File: src/rtl/cfgpio_pkg.sv
package cfgpio_pkg;
    localparam int DW = 32;
    localparam int SW = DW / 8;

    localparam logic [3:0] OFF_CTRL = 4'd0;
    localparam logic [3:0] OFF_STAT = 4'd1;
    localparam logic [3:0] OFF_ADLO = 4'd2;
    localparam logic [3:0] OFF_ADHI = 4'd3;
    localparam logic [3:0] OFF_WDAT = 4'd4;
    localparam logic [3:0] OFF_STRB = 4'd5;
    localparam logic [3:0] OFF_RDAT = 4'd6;
    localparam logic [3:0] OFF_GO   = 4'd7;
    localparam logic [3:0] OFF_IRQ  = 4'd8;

    localparam logic [2:0] CODE_ABORT = 3'd4;
    localparam int BYPASS_BIT = 24;

    typedef enum logic [1:0] {S_IDLE, S_REQ, S_WAIT} seq_state_e;

    typedef struct packed {
        logic [3:0]      kind;
        logic            bypass;
        logic [2*DW-1:0] addr;
        logic [DW-1:0]   wdata;
        logic [SW-1:0]   strb;
    } cfg_req_t;
endpackage

File: src/rtl/cfgpio_regs.sv
module cfgpio_regs
    import cfgpio_pkg::*;
#(
    parameter int AW = 4
) (
    input  logic          clk,
    input  logic          rst_n,
    input  logic          wr_en,
    input  logic [AW-1:0] addr,
    input  logic [DW-1:0] wdata,
    output logic [DW-1:0] rdata,
    input  logic          busy,
    input  logic          done,
    input  logic          done_timeout,
    input  logic [2:0]    done_status,
    input  logic [DW-1:0] done_data,
    input  logic [3:0]    done_kind,
    output logic          go,
    output cfg_req_t      shadow
);
    typedef struct packed {
        logic [DW-1:0] ctrl;
        logic [DW-1:0] adlo;
        logic [DW-1:0] adhi;
        logic [DW-1:0] wdat;
        logic [SW-1:0] strb;
        logic [2:0]    code;
        logic          nonposted;
        logic [DW-1:0] rdat;
        logic          irq;
    } regs_t;

    regs_t reg_d, reg_q;

    always_comb begin
        reg_d = reg_q;
        go    = 1'b0;
        if (wr_en) begin
            case (addr)
                AW'(OFF_CTRL): reg_d.ctrl = wdata;
                AW'(OFF_ADLO): reg_d.adlo = wdata;
                AW'(OFF_ADHI): reg_d.adhi = wdata;
                AW'(OFF_WDAT): reg_d.wdat = wdata;
                AW'(OFF_STRB): reg_d.strb = wdata[SW-1:0];
                AW'(OFF_GO):   go = wdata[0] & ~busy;
                AW'(OFF_IRQ):  if (wdata[0]) reg_d.irq = 1'b0;
                default: ;
            endcase
        end
        if (done) begin
            reg_d.irq       = 1'b1;
            reg_d.code      = done_status;
            reg_d.nonposted = done_kind[3];
            if (done_timeout)
                reg_d.rdat = '1;
            else if (!done_kind[1])
                reg_d.rdat = done_data;
        end
    end

    always_ff @(posedge clk or negedge rst_n) begin
        if (!rst_n) reg_q <= '0;
        else        reg_q <= reg_d;
    end

    always_comb begin
        case (addr)
            AW'(OFF_CTRL): rdata = reg_q.ctrl;
            AW'(OFF_STAT): rdata = {{(DW-10){1'b0}}, reg_q.code, 6'd0, reg_q.nonposted};
            AW'(OFF_ADLO): rdata = reg_q.adlo;
            AW'(OFF_ADHI): rdata = reg_q.adhi;
            AW'(OFF_WDAT): rdata = reg_q.wdat;
            AW'(OFF_STRB): rdata = {{(DW-SW){1'b0}}, reg_q.strb};
            AW'(OFF_RDAT): rdata = reg_q.rdat;
            AW'(OFF_GO):   rdata = {{(DW-1){1'b0}}, busy};
            AW'(OFF_IRQ):  rdata = {{(DW-1){1'b0}}, reg_q.irq};
            default:       rdata = '0;
        endcase
    end

    assign shadow.kind   = reg_q.ctrl[3:0];
    assign shadow.bypass = reg_q.ctrl[BYPASS_BIT];
    assign shadow.addr   = {reg_q.adhi, reg_q.adlo};
    assign shadow.wdata  = reg_q.wdat;
    assign shadow.strb   = reg_q.strb;

    p_irq_on_done_r6: assert property (@(posedge clk) disable iff (!rst_n)
        done |=> reg_q.irq);
    p_abort_on_timeout_r9: assert property (@(posedge clk) disable iff (!rst_n)
        (done && done_timeout) |=> (reg_q.code == CODE_ABORT && reg_q.rdat == '1));
endmodule

File: src/rtl/cfgpio_seq.sv
module cfgpio_seq
    import cfgpio_pkg::*;
#(
    parameter int TIMEOUT_CYCLES = 1024,
    localparam int CW = $clog2(TIMEOUT_CYCLES + 1)
) (
    input  logic          clk,
    input  logic          rst_n,
    input  logic          go,
    input  cfg_req_t      shadow,
    input  logic          req_ready,
    input  logic          cpl_valid,
    input  logic [2:0]    cpl_status,
    input  logic [DW-1:0] cpl_data,
    output logic          busy,
    output logic          req_valid,
    output cfg_req_t      req,
    output logic          done,
    output logic          done_timeout,
    output logic [2:0]    done_status,
    output logic [DW-1:0] done_data,
    output logic [3:0]    done_kind
);
    localparam logic [CW-1:0] LAST = CW'(TIMEOUT_CYCLES - 1);

    typedef struct packed {
        seq_state_e st;
        cfg_req_t   held;
        logic [CW-1:0] cnt;
    } seq_t;

    seq_t seq_d, seq_q;

    always_comb begin
        seq_d        = seq_q;
        done         = 1'b0;
        done_timeout = 1'b0;
        done_status  = cpl_status;
        done_data    = cpl_data;
        case (seq_q.st)
            S_IDLE: begin
                if (go) begin
                    seq_d.st   = S_REQ;
                    seq_d.held = shadow;
                    seq_d.cnt  = '0;
                end
            end
            default: begin
                if (seq_q.st == S_WAIT && cpl_valid) begin
                    done     = 1'b1;
                    seq_d.st = S_IDLE;
                end else if (seq_q.cnt == LAST) begin
                    done         = 1'b1;
                    done_timeout = 1'b1;
                    done_status  = CODE_ABORT;
                    done_data    = '1;
                    seq_d.st     = S_IDLE;
                end else begin
                    seq_d.cnt = seq_q.cnt + 1'b1;
                    if (seq_q.st == S_REQ && req_ready) seq_d.st = S_WAIT;
                end
            end
        endcase
    end

    always_ff @(posedge clk or negedge rst_n) begin
        if (!rst_n) seq_q <= '{st: S_IDLE, held: '0, cnt: '0};
        else        seq_q <= seq_d;
    end

    assign busy      = (seq_q.st != S_IDLE);
    assign req_valid = (seq_q.st == S_REQ);
    assign req       = seq_q.held;
    assign done_kind = seq_q.held.kind;

    p_req_hold_r4: assert property (@(posedge clk) disable iff (!rst_n)
        (req_valid && !req_ready && !done) |=> (req_valid && $stable(req)));
    p_req_drop_r4: assert property (@(posedge clk) disable iff (!rst_n)
        (req_valid && req_ready && !done) |=> !req_valid);
    p_held_stable_r5: assert property (@(posedge clk) disable iff (!rst_n)
        (busy && !done) |=> (busy && $stable(req)));
    p_window_bound_r9: assert property (@(posedge clk) disable iff (!rst_n)
        busy |-> (seq_q.cnt <= LAST));
endmodule

File: src/rtl/cfgpio_engine.sv
module cfgpio_engine
    import cfgpio_pkg::*;
#(
    parameter int TIMEOUT_CYCLES = 1024,
    parameter int AW = 4
) (
    input  logic          clk,
    input  logic          rst_n,
    input  logic          reg_wr,
    input  logic [AW-1:0] reg_addr,
    input  logic [31:0]   reg_wdata,
    output logic [31:0]   reg_rdata,
    output logic          req_valid,
    input  logic          req_ready,
    output logic [3:0]    req_type,
    output logic          req_win_bypass,
    output logic [63:0]   req_addr,
    output logic [31:0]   req_wdata,
    output logic [3:0]    req_strb,
    input  logic          cpl_valid,
    input  logic [2:0]    cpl_status,
    input  logic [31:0]   cpl_data
);
    logic          go, busy, done, done_timeout;
    logic [2:0]    done_status;
    logic [DW-1:0] done_data;
    logic [3:0]    done_kind;
    cfg_req_t      shadow, req;

    cfgpio_regs #(.AW(AW)) u_regs (
        .clk(clk), .rst_n(rst_n), .wr_en(reg_wr), .addr(reg_addr),
        .wdata(reg_wdata), .rdata(reg_rdata), .busy(busy), .done(done),
        .done_timeout(done_timeout), .done_status(done_status),
        .done_data(done_data), .done_kind(done_kind), .go(go), .shadow(shadow)
    );

    cfgpio_seq #(.TIMEOUT_CYCLES(TIMEOUT_CYCLES)) u_seq (
        .clk(clk), .rst_n(rst_n), .go(go), .shadow(shadow),
        .req_ready(req_ready), .cpl_valid(cpl_valid), .cpl_status(cpl_status),
        .cpl_data(cpl_data), .busy(busy), .req_valid(req_valid), .req(req),
        .done(done), .done_timeout(done_timeout), .done_status(done_status),
        .done_data(done_data), .done_kind(done_kind)
    );

    assign req_type       = req.kind;
    assign req_win_bypass = req.bypass;
    assign req_addr       = req.addr;
    assign req_wdata      = req.wdata;
    assign req_strb       = req.strb;
endmodule

File: config.mk
export PLATFORM = sky130hd
export DESIGN_NAME = cfgpio_engine
export DESIGN_NICKNAME = d
export VERILOG_FILES = /design/src/rtl/cfgpio_pkg.sv /design/src/rtl/cfgpio_regs.sv /design/src/rtl/cfgpio_seq.sv /design/src/rtl/cfgpio_engine.sv
export SDC_FILE = /design/constraint.sdc
export NUM_CORES = 1
export LEC_CHECK = 0
export ABC_CLOCK_PERIOD_IN_PS = 3100
export BUFFER_PORTS_ARGS = -buffer_cell sky130_fd_sc_hd__buf_2
export CAP_MARGIN = 25
export CORE_MARGIN = 1
export CORE_UTILIZATION = 45
export CTS_BUF_LIST = sky130_fd_sc_hd__clkbuf_4
export CTS_CLUSTER_DIAMETER = 80
export CTS_CLUSTER_SIZE = 24
export DETAILED_ROUTE_END_ITERATION = 16
export PLACE_DENSITY = 0.72
export SETUP_SLACK_MARGIN = 0.05
export SLEW_MARGIN = 0
export SYNTH_ARGS = -nofsm -noshare
export SYNTH_HDL_FRONTEND = slang
export SYNTH_SLANG_ARGS = --single-unit
File: constraint.sdc
create_clock -name clk -period 3.1 [get_ports clk]
set_input_delay 0.775 -clock clk [delete_from_list [all_inputs] [get_ports clk]]
set_output_delay 0.775 -clock clk [all_outputs]
set_load 0.01 [all_outputs]
After elaboration in Yosys (flattened, before gate mapping)
Cells that the tools add are included.
{ "totals": {"ff_bits": 287, "output_inout_bits": 138, "elab_cells": 81, "input_bits": 76} }
{ "classes": {"bitwise_logic": 2, "n_reduce_logical": 19, "muxes": 28, "n_eq_ne": 15, "n_addsub": 1} }
{ "ops": {"columns": ["cell", "n"], "rows": [
  ["$pmux 32 s9", 1],
  ["$mux 32", 5],
  ["$mux 118", 1],
  ["$mux 11", 3],
  ["$eq 4x3->1 const B", 4],
  ["$reduce_and 2->1", 8],
  ["$add 11x1->11 const B", 1],
  ["$eq 11x10->1 const B", 1],
  ["$mux 1", 11],
  ["$mux 3", 3],
  ["$eq 4x2->1 const B", 2],
  ["$mux 2", 4],
  ["$ne 2x2->1 const B", 4],
  ["$reduce_bool 2->1", 4],
  ["$reduce_and 3->1", 2],
  ["$eq 4x1->1 const B", 1],
  ["$eq 4x4->1 const B", 1],
  ["$logic_not 4->1", 1],
  ["$reduce_bool 4->1", 1],
  ["$eq 2x1->1 const B", 1],
  ["$eq 2x2->1 const B", 1],
  ["$logic_and 1x1->1", 2],
  ["$logic_not 2->1", 1],
  ["$and 1x1->1", 1],
  ["$not 1->1", 1]
]} }

Logic depth before layout (Yosys ltp)
{ "logic_depth": {"word_depth": 7, "depth_mapped": 8, "ltp_nobuf": 5} }

By module
Synthesis repeated with hierarchy kept, for this count alone.
{ "hier_totals": {"cells_unflattened": 1203, "area_unflattened_um2": 14639.0} }
{ "by_module_without_submodules": {"columns": ["mod", "cells_per_inst", "seq_area_each_um2", "area_per_inst_um2", "instances"], "rows": [
  ["cfgpio_regs", 749, 4229.1, 8907.3, 1],
  ["cfgpio_seq", 454, 2952.8, 5731.7, 1]
]} }

Worst setup path after synthesis
No wires, ideal clock.
{ "synth_path": {"kind": "input port to output port", "from": "input port reg_addr[2]", "to": "output port reg_rdata[2]", "path_buffers": 3, "arrival_time_ns": 1.948, "path_slack_ns": 0.377, "cell_stages": 7, "cell_sequence": "buf_2 nor4bb_1 clkbuf_1 clkbuf_1 a22o_1 nor2_1 o21ai_0"} }
{ "synth_via": {"elab_chain_len": 2, "word_cells_on_any_way": 10, "classes_between": "eq/ne (8); mux (1); reduce/logical (1)"} }
{ "synth_rtl": {"columns": ["element", "line", "rtl"], "rows": [
  ["start, declared", "cfgpio_engine.sv:10", "input logic [AW-1:0] reg_addr,"],
  ["$eq 4x4->1, or another cell as far along", "cfgpio_regs.sv:67", "case (addr)"],
  ["$pmux 32 s9 *", "cfgpio_regs.sv:67", null],
  ["end, declared", "cfgpio_engine.sv:12", "output logic [31:0] reg_rdata,"]
]} }
Mark *: on every way between the ends. The rest lies on a longest branch, timed or not.

Final worst setup path
{ "layout_path": {"from": "register u_seq.seq_q[117] (netlist bit)", "to": "output port reg_rdata[0]"} }
{ "layout_via": {"elab_chain_len": 2} }
{ "layout_rtl": {"columns": ["element", "line", "rtl"], "rows": [
  ["start, declared", "cfgpio_seq.sv:32", "seq_t seq_d, seq_q;"],
  ["start signal, assigned", "cfgpio_seq.sv:67", "if (!rst_n) seq_q <= '{st: S_IDLE, held: '0, cnt: '0};"],
  ["start signal, assigned", "cfgpio_seq.sv:68", "else seq_q <= seq_d;"],
  ["$reduce_bool 2->1", "cfgpio_seq.sv:71", "assign busy = (seq_q.st != S_IDLE);"],
  ["$pmux 32 s9", "cfgpio_regs.sv:67", null]
]} }
Every way passes these cells.

==> qor_table.md <==
| Result | Reported |
|:---|:---|
| Result of the run | finished clean |
| Post-layout power | 7.694 mW |
| Endpoint of the worst register-to-register path | u_regs.reg_q[21] |
| Count of buffers from port buffering | 213 |
| Final weighted congestion in routability-driven placement | 0.8545 |
| Gr busiest metal | met2 |
| Depth of the worst register-to-register path | 5 |
| Number of synthesized flops with an enable pin | 0 |
| Register-to-register setup slack | 820 ps |
| Top fanout value on the critical path | 5 |
| DRC Markers | 0 |
| Final number of hold-violating endpoints | 0 |
| Met3 usage | 0.03428 |
| Pre-antenna DRT Iters | 9 |
| Number of nets in the synthesized netlist | 1225 |
| WL/cell | 19.68 um |
| Sequential area share after synthesis | 0.5671 |
| DP HPWL | 21690 um |
| Classification of the worst setup path | flip-flop to output port |
| Worst Max-Slew Pin Slew | 769.7 ps |
| Worst voltage drop across the vdd grid | 319.7 uV |
| Signal arrival time at the worst endpoint | 2230 ps |
| Worst slew slack as a fraction of its limit | 0.4850 |
| Final antenna-violating net count | 0 |
| Endpoint of the worst hold path | u_regs.reg_q[27] |
| Number of buffers between clock root and the deepest sink | 3 |
| Instance count along the most critical hold path | 2 |
| Count of different cell masters after synthesis | 49 |
| Most used cells in the layout excluding fill and tap cells | sky130_fd_sc_hd__nand2_1 (353), sky130_fd_sc_hd__dfrtp_1 (286), sky130_fd_sc_hd__buf_2 (210) |
| Number of non-filler instances in the completed layout | 1627 |
| Routed Wire Length | 32020 um |
| Placed Cells incl. Taps | 1601 |
| Min-Delay Path Class | input port to flip-flop |
| Total power density per cell area | 555.6 nW/um2 |
| CP Capture Type | output port |
| Violation count after the first detailed-route iteration | 762 |
| Root Buffer | sky130_fd_sc_hd__clkbuf_4 |
| First-pass GRT wire length | 50300 um |
| Final TNS setup | 0 ps |
| Max-slew violation count | 0 |
| Sinks on Clock Net | 287 |
| # setup viols final | 0 |
| Launch instance of the worst register-to-register path | u_seq.seq_q[4] |
| Total overflow reported by the global router | 0 |
| Synthesized area divided by synthesized cell count | 11.03 um2 |
| Via density per instance | 5.423 |
| Worst Hold Launch | cpl_data[26] |
| Critical path's slowest cell | sky130_fd_sc_hd__dfrtp_2 |
| Die span in x | 169.8 um |
| Post-route minimum period | 3000 ps |
| Finished Core Util | 0.4998 |
| Initial antenna violation count | 4 |
| Worst Clk Skew | 48.74 ps |
| Synthesis warning total | 0 |
| CP cell instances | or2_4 > mux2_2 > a221oi_2 > o311ai_1 > buf_2 |
| Flip-flop and latch count after synthesis | 287 |
| Final-stage net count | 1320 |
| Clock buffers created by TritonCTS | 16 |
| Area of the die | 28820 um2 |
| Reg clk slew, reported paths | 230 ps |
| Final period utilization | 0.9678 |
| Largest net degree at the start of global routing | 68 |
| Largest stage delay, worst path | 450 ps |
| Worst setup SP type | flip-flop |
| TritonCTS clock tree | done |
| Clock latency at the later pin of the worst-skew pair | 700 ps |
| Fraction of met1 tracks used by global routing | 0.3175 |
| Met2 track demand over resource in global routing | 0.3669 |
| WHS | 286.5 ps |
| Area Overhead vs Synth | 9.346% |
| Area of the placeable core | 27710 um2 |
| Async set-or-reset flop fraction in the synthesized netlist | 1.000 |
| Overall routing resource usage | 0.2243 |
| Vias in the first global route | 8794 |
| Total number of vias | 8823 |
| Data required time at the worst endpoint | 2320 ps |
| H-tree depth reported by CTS | 1 |
| RSZ-0062 raised after global routing | true |
| Starting density of the core | 0.4571 |
| Number of I/O pins | 214 |
| Die boundary height | 169.8 um |
| Most common cell after layout, fill and taps aside | sky130_fd_sc_hd__nand2_1 |
| Most frequently used flop master after synthesis | sky130_fd_sc_hd__dfrtp_1 |
| Leak | 7.155 nW |
| Synthesized instance count | 1148 |
| Max-Cap Viols | 0 |
| Fraction of layout instances using a drive strength above 1 | 0.3373 |
| Max Fclk | 333.3 MHz |
| Post-synth design cell area | 12660 um2 |
| Num rows | 61 |
## stage by stage
stage               area (um2)  worst slack, ps
floorplan                12660            376.5
global placement         13610            109.1
detailed placement       13640            50.74
CTS                      13830            42.88
global route             13850            9.738
finish                   13850            99.81
## Yosys cell counts, types with 2 or more instances
master                        n  share of area
sky130_fd_sc_hd__nand2_1    357           0.11
sky130_fd_sc_hd__dfrtp_1    287           0.57
sky130_fd_sc_hd__mux2_2     134           0.12
sky130_fd_sc_hd__buf_4      104          0.062
sky130_fd_sc_hd__a22oi_1     34          0.020
sky130_fd_sc_hd__o22a_1      33          0.023
sky130_fd_sc_hd__clkbuf_1    31         0.0092
sky130_fd_sc_hd__a222oi_1    26          0.021
sky130_fd_sc_hd__buf_2       26          0.010
sky130_fd_sc_hd__o21ai_0     11         0.0043
sky130_fd_sc_hd__nor2_1       9         0.0027
sky130_fd_sc_hd__nand3_1      7         0.0028
sky130_fd_sc_hd__nor2b_1      7         0.0035
sky130_fd_sc_hd__buf_1        6         0.0018
sky130_fd_sc_hd__a21oi_1      5         0.0020
sky130_fd_sc_hd__a22o_1       5         0.0035
sky130_fd_sc_hd__inv_1        5         0.0015
sky130_fd_sc_hd__o31ai_1      5         0.0030
sky130_fd_sc_hd__buf_6        4         0.0036
sky130_fd_sc_hd__nand3b_1     4         0.0024
sky130_fd_sc_hd__nor3_1       4         0.0016
sky130_fd_sc_hd__a32oi_1      3         0.0021
sky130_fd_sc_hd__o311ai_1     3         0.0021
sky130_fd_sc_hd__or3_1        3         0.0015
sky130_fd_sc_hd__or4_1        3         0.0018
sky130_fd_sc_hd__a31oi_1      2        0.00099
sky130_fd_sc_hd__mux2i_1      2         0.0016
sky130_fd_sc_hd__nand2b_1     2        0.00099
sky130_fd_sc_hd__nor4_1       2        0.00099
sky130_fd_sc_hd__nor4_2       2         0.0020
sky130_fd_sc_hd__nor4bb_1     2         0.0016
sky130_fd_sc_hd__o211ai_1     2         0.0012
sky130_fd_sc_hd__o2bb2ai_1    2         0.0014
## power by group
group | internal [mW] | switching (mW)
combinational | 0.692 | 0.711
clock | 0.289 | 1.13
sequential | 4.40 | 0.469
## flip-flops by register name, summed over array words and instances, names as in the netlist
register and cells:
u_regs.reg_q 64, u_seq.done_kind 4, u_regs.shadow 105, u_seq.seq_q 13, u_seq.req 101
## cells by family after synthesis
family,count (synthesis),synth area share
adder cells (fa/ha/maj),1,0.0009878
AO/OA/AOI/OAI,138,0.08951
AND/OR/NAND/NOR,409,0.1329
multiplexers,137,0.1216
flip-flops,287,0.5671
buffers and inverters,176,0.08793
## worst max path at each step
| stage | startpoint | end | depth (start not counted) | slack (ps) |
|---|---|---|---|---|
| after floorplan | reg_addr[2] | reg_rdata[2] | 7 | 380 |
| after global placement | reg_addr[1] | reg_rdata[3] | 7 | 110 |
| after detailed placement | reg_addr[1] | reg_rdata[0] | 7 | 50 |
| after CTS | reg_addr[1] | reg_rdata[18] | 7 | 40 |
| after global routing | reg_addr[0] | reg_rdata[20] | 7 | 10 |
| final | u_seq.seq_q[117] | reg_rdata[0] | 5 | 100 |
## per-layer routing
| metal | wire, um | vias up |
|---|---|---|
| li1 | - | 4033 |
| met1 | 14210 | 4417 |
| met2 | 15210 | 332 |
| met3 | 2194 | 37 |
| met4 | 380 | 4 |
| met5 | 30 | - |
## cell type report
class                      count  area [um2]
fill                        2526       13860
sequential                   287        7183
multi-input combinational    685        4459
timing repair buffer         248        1541
tap                          378       473.0
clock buffer                  18       135.1
clock inverter                 5       35.03
inverter                       5       18.77
antenna                        1       2.502
## critical path, delay by kind of cell (launching register included)
kind	cells	cell delay, ps
multiplexers	1	280
buffers and inverters	1	180
AO/OA/AOI/OAI	2	350
AND/OR/NAND/NOR	1	280
flip-flops	1	450
## timing repair
item | 4_1_cts | 5_1_grt
endpoints found under the setup margin | 1 | 30
hold buffers | 1 | 0
gates resized for setup | 4 | 3
pin swaps | 1 | 2
endpoints found under the hold margin | 50 | 0
gates cloned | 0 | 0
setup buffers | 1 | 0
Note: power is estimated with default switching activity, not from simulation.
